$ cat config.mk
export PLATFORM = sky130hd
export DESIGN_NAME = can_tx_sched
export DESIGN_NICKNAME = d
export VERILOG_FILES = /design/src/rtl/can_txs_pkg.sv /design/src/rtl/can_txs_arb.sv /design/src/rtl/can_txs_flags.sv /design/src/rtl/can_txs_ctrl.sv /design/src/rtl/can_tx_sched.sv
export SDC_FILE = /design/constraint.sdc
export NUM_CORES = 1
export LEC_CHECK = 0
export BUFFER_PORTS_ARGS = -buffer_cell sky130_fd_sc_hd__buf_2
export CORE_UTILIZATION = 43
export CTS_BUF_LIST = sky130_fd_sc_hd__clkbuf_8
export DETAILED_ROUTE_END_ITERATION = 7
export HOLD_SLACK_MARGIN = 0.15
export PLACE_DENSITY = 0.79
export REMOVE_ABC_BUFFERS = 1
export SLEW_MARGIN = 20
export SYNTH_ARGS = -nofsm -noshare
export SYNTH_HDL_FRONTEND = slang
export SYNTH_HIERARCHICAL = 1
export SYNTH_SLANG_ARGS = --single-unit
$ cat constraint.sdc
create_clock -name clk -period 4.55 [get_ports clk]
set_input_delay 0.91 -clock clk [delete_from_list [all_inputs] [get_ports clk]]
set_output_delay 0.91 -clock clk [all_outputs]
set_load 0.05 [all_outputs]
$ cat src/rtl/can_txs_pkg.sv
package can_txs_pkg;
  typedef enum logic [1:0] {
    ST_IDLE   = 2'd0,
    ST_TX     = 2'd1,
    ST_RXWAIT = 2'd2
  } sched_st_t;

  localparam int DEF_MB = 3;
endpackage

$ cat src/rtl/can_txs_arb.sv
module can_txs_arb #(
  parameter int N = 3
) (
  input  logic [N-1:0] req,
  output logic [N-1:0] gnt,
  output logic         vld
);
  // lowest index wins
  always_comb begin
    logic found;
    gnt   = '0;
    found = 1'b0;
    for (int i = 0; i < N; i++) begin
      if (req[i] && !found) begin
        gnt[i] = 1'b1;
        found  = 1'b1;
      end
    end
  end

  assign vld = |req;
endmodule

$ cat src/rtl/can_txs_flags.sv
module can_txs_flags #(
  parameter int N = 3
) (
  input  logic         clk,
  input  logic         rst_n,
  input  logic [N-1:0] set_wr,
  input  logic [N-1:0] cancel_wr,
  input  logic         dis_wr,
  input  logic         dis_val,
  input  logic [N-1:0] txack_clr,
  input  logic [N-1:0] abtack_clr,
  input  logic         irq_clr,
  input  logic [N-1:0] hw_done,
  input  logic [N-1:0] hw_abort,
  output logic [N-1:0] pending,
  output logic [N-1:0] cancel,
  output logic [N-1:0] tx_ack,
  output logic [N-1:0] abort_ack,
  output logic         empty_irq,
  output logic         dis_q
);
  logic [N-1:0] retire;
  assign retire = hw_done | hw_abort;

  always_ff @(posedge clk) begin
    if (!rst_n) begin
      pending   <= '0;
      cancel    <= '0;
      tx_ack    <= '0;
      abort_ack <= '0;
      empty_irq <= 1'b0;
      dis_q     <= 1'b0;
    end else begin
      pending   <= (pending & ~retire) | set_wr;
      cancel    <= (cancel & ~retire) | cancel_wr;
      tx_ack    <= (tx_ack & ~txack_clr) | hw_done;
      abort_ack <= (abort_ack & ~abtack_clr) | hw_abort;
      empty_irq <= (empty_irq & ~irq_clr) | (|retire);
      if (dis_wr) dis_q <= dis_val;
    end
  end
endmodule

$ cat src/rtl/can_txs_ctrl.sv
module can_txs_ctrl
  import can_txs_pkg::*;
#(
  parameter int N = 3
) (
  input  logic         clk,
  input  logic         rst_n,
  input  logic         bus_idle,
  input  logic [N-1:0] cand,
  input  logic         cand_vld,
  input  logic         dis_q,
  input  logic         tx_done,
  input  logic         arb_lost,
  input  logic         bus_err,
  input  logic         rx_done,
  output logic         arb_go,
  output logic         tx_start,
  output logic [N-1:0] tx_sel,
  output logic         busy,
  output logic         rx_wait,
  output logic [N-1:0] ev_done,
  output logic [N-1:0] ev_fail_abort
);
  sched_st_t    st_q;
  logic [N-1:0] cur_q;
  logic         dis_h_q;
  logic         in_tx, fail;

  assign in_tx    = (st_q == ST_TX);
  assign rx_wait  = (st_q == ST_RXWAIT);
  assign busy     = (st_q != ST_IDLE);
  assign arb_go   = (st_q == ST_IDLE) && bus_idle;
  assign tx_start = arb_go && cand_vld;
  assign tx_sel   = busy ? cur_q : (tx_start ? cand : '0);
  assign fail     = in_tx && !tx_done && (bus_err || arb_lost);
  assign ev_done       = (in_tx && tx_done) ? cur_q : '0;
  assign ev_fail_abort = (fail && dis_h_q) ? cur_q : '0;

  always_ff @(posedge clk) begin
    if (!rst_n) begin
      st_q    <= ST_IDLE;
      cur_q   <= '0;
      dis_h_q <= 1'b0;
    end else begin
      unique case (st_q)
        ST_IDLE: if (tx_start) begin
          st_q    <= ST_TX;
          cur_q   <= cand;
          dis_h_q <= dis_q;
        end
        ST_TX: begin
          if (tx_done || bus_err) st_q <= ST_IDLE;
          else if (arb_lost)      st_q <= ST_RXWAIT;
        end
        ST_RXWAIT: if (rx_done) st_q <= ST_IDLE;
        default: st_q <= ST_IDLE;
      endcase
    end
  end
endmodule

$ cat src/rtl/can_tx_sched.sv
module can_tx_sched
  import can_txs_pkg::*;
#(
  parameter int N_MB = DEF_MB
) (
  input  logic            clk,
  input  logic            rst_n,
  input  logic [N_MB-1:0] set_wr,
  input  logic [N_MB-1:0] cancel_wr,
  input  logic            dis_wr,
  input  logic            dis_val,
  input  logic [N_MB-1:0] txack_clr,
  input  logic [N_MB-1:0] abtack_clr,
  input  logic            irq_clr,
  input  logic            bus_idle,
  input  logic            tx_done,
  input  logic            arb_lost,
  input  logic            bus_err,
  input  logic            rx_done,
  output logic            tx_start,
  output logic [N_MB-1:0] tx_sel,
  output logic            busy,
  output logic [N_MB-1:0] pending,
  output logic [N_MB-1:0] cancel,
  output logic [N_MB-1:0] tx_ack,
  output logic [N_MB-1:0] abort_ack,
  output logic            empty_irq
);
  logic [N_MB-1:0] eligible, cand, ev_done, ev_fail_abort, cxl_abort, hw_abort;
  logic            cand_vld, arb_go, rx_wait, dis_q;

  assign eligible  = pending & ~cancel;
  assign cxl_abort = arb_go ? (pending & cancel) : '0;
  assign hw_abort  = cxl_abort | ev_fail_abort;

  can_txs_arb #(.N(N_MB)) arb_i (
    .req(eligible), .gnt(cand), .vld(cand_vld)
  );

  can_txs_ctrl #(.N(N_MB)) ctrl_i (
    .clk(clk), .rst_n(rst_n), .bus_idle(bus_idle), .cand(cand), .cand_vld(cand_vld),
    .dis_q(dis_q), .tx_done(tx_done), .arb_lost(arb_lost), .bus_err(bus_err),
    .rx_done(rx_done), .arb_go(arb_go), .tx_start(tx_start), .tx_sel(tx_sel),
    .busy(busy), .rx_wait(rx_wait), .ev_done(ev_done), .ev_fail_abort(ev_fail_abort)
  );

  can_txs_flags #(.N(N_MB)) flags_i (
    .clk(clk), .rst_n(rst_n), .set_wr(set_wr), .cancel_wr(cancel_wr),
    .dis_wr(dis_wr), .dis_val(dis_val), .txack_clr(txack_clr),
    .abtack_clr(abtack_clr), .irq_clr(irq_clr), .hw_done(ev_done),
    .hw_abort(hw_abort), .pending(pending), .cancel(cancel), .tx_ack(tx_ack),
    .abort_ack(abort_ack), .empty_irq(empty_irq), .dis_q(dis_q)
  );
endmodule

==> impl_results.md <==
- HP Start: ctrl_i/dis_h_q
- Antenna diode count: 0
- CP Capture Type: output pin
- Starting Density: 46.9%
- Layout Cells excl Fill: around 160
- Fmax: 0.361 GHz
- Num rows: 16
- Length of the first detailed-routing pass in iterations: 4
- Initial antenna violation count: 0
- IO Count: 40
- Rel. slew slack: 74.9%
- Final Max Tran Viols: 0
- Highest Signal Layer: met4
- GRT Overall Usage: 17.0%
- Power Dens Cells: around 330 mW/mm²
- Max VDD drop: around 0.17 mV
- Unrepaired setup endpoints after global routing: false
- Routed WL per cell: about 12 µm
- CP arrival: roughly 1.9 ns
- Reg power frac: 47.6%
- Clk_lat worst skew: roughly 0.25 ns
- Layout cells sized above 1: 35.0%
- Antenna viol nets, final: 0
- Number of post-CTS setup repair buffers: 0
- Final period utilization: 60.9%
- Hpwl dp: 1440 µm
- DRC Markers: 0
- NetSw: 110 µW
- Combinational cell fraction of total power: 19.0%
- Layout area overhead: 26.1%
- Root Buffer Master: clkbuf_8
- Worst Hold Class: reg -> reg
- Hold Fails Final Rpt: 0
- WP data required: between 3 and 4 ns
- Die X: 48.7 µm
- CTS tree: yes
- Total number of vias: roughly 800
- CTS Buf Count: 3
- Die Span Y: around 49 µm
- P_leak: 0.547 nW
- Int Pwr: 286 µW
- M1 wire length: 836 µm
- RD Place Congestion: 0.840
- CTS Buffer Depth: 2
- Met3 WL: 93 µm
- Vias in the first global route: between 700 and 800
- Fin Setup TNS: 0 ns
- MaxCap Viol Count: 0
- Vias per cell: 4.92
- First-pass GRT wire length: 3110 µm
- Largest net degree at the start of global routing: 25
- DR WL met2: 982 µm
- Crit path from: flags_i/pending[0]
- Worst setup SP type: flop
- Crit path time final: 2.77 ns
- Die area: 0.00238 mm²
- Hold-fix buffers, CTS: 0
- Clock share of power: 33.4%
- Core area: around 0.002 mm²
- DRT iter0 DRCs: 7
- Dpl cells: 160
- Gate Count Post-Synth: 99
- Critical path class: reg -> out
- Worst slew pin tran: 0.377 ns
- Port Buffers: 39
- Skew final: 0.00145 ns
- Syn Std Cell Area: 940 µm²
- Final wirelength: 1950 µm
- Clk slew on worst S/H paths: roughly 0.070 ns
- Sw Share: around 28%
- Syn_area_per_cell: 9.49 µm²
- H-Tree Depth: 1
- Reg2reg start: ctrl_i/st_q[0]
- Outcome: complete, no violations
- Post-CTS Resized: 0
- Gr ovfl total: 0
- Final nets: 160
- CP Max Fanout: 13
- Synthesis Warnings: 6
- Final setup violation count: 0
- # clock sinks: 20
worst max-delay path, cell delays in order, from the launching register on:
cell	delay, ns
dfxtp_1	0.36
nor2b_1	0.33
or3_1	0.18
and4bb_4	0.34
a22o_2	0.15
buf_2	0.25
placed cells by master, fill, tap and decap left out, types with 4 or more instances in the layout:
cell type,n
buf_2,39
dfxtp_1,20
nor2b_1,13
o21a_1,12
nor3b_1,9
and2_1,6
nand2_1,5
clkbuf_8,4
nand3_1,4
o21ai_0,4
registers in the layout, indices dropped and copies added, names as in the netlist:
signal             cells
flags_i/pending        3
flags_i/abort_ack      3
ctrl_i/cur_q           3
flags_i/dis_q          1
flags_i/empty_irq      1
ctrl_i/st_q            2
flags_i/cancel         3
ctrl_i/dis_h_q         1
flags_i/tx_ack         3
power by group through the flow:
stage	Clock, mW	Combinational, mW	Sequential (mW)
5_1_grt	0.147	0.0797	0.189
3_3_place_gp	0	0.0736	0.192
3_5_place_dp	0	0.0753	0.192
6_report	0.132	0.0751	0.188
2_1_floorplan	0	0.0332	0.210
4_1_cts	0.137	0.0755	0.188
layer usage:
| metal | GRT usage, % | vias up |
|---|---|---|
| met4 | 11.3 | 0 |
| met1 | 21.1 | 353 |
| met5 | 0 | - |
| met3 | 2.20 | 6 |
| met2 | 27.5 | 25 |
| li1 | - | 423 |
final timing paths:
| kind | end | slack, ns | depth (start not counted) |
|---|---|---|---|
| min reg2reg | ctrl_i/dis_h_q | 0.46 | 2 |
| max | tx_sel[2] | 1.78 | 5 |
| max reg2reg | flags_i/empty_irq | 2.46 | 6 |
| min | ctrl_i/dis_h_q | 0.46 | 2 |
through the flow:
stage	total power [mW]	area, µm²	hold WS, ns	setup WS (ns)	utilization (%)
floorplan	0.243	901	0.432	1.80	-
global placement	0.266	1130	0.450	1.83	56.4
detailed placement	0.268	1130	0.459	1.81	56.4
CTS	0.400	1180	0.467	1.78	59.2
global route	0.416	1180	0.485	1.70	59.2
finish	0.396	1180	0.464	1.78	59.2
area by class of cell:
| cell class | instances | area (µm²) |
|---|---|---|
| fill | 197 | 817 |
| multi-input combinational | 72 | 493 |
| sequential | 20 | 400 |
| timing repair buffer | 39 | 195 |
| clock buffer | 4 | 55.1 |
| tap | 27 | 33.8 |
| inverter | 2 | 7.51 |
(Power assumes the default switching activity.)
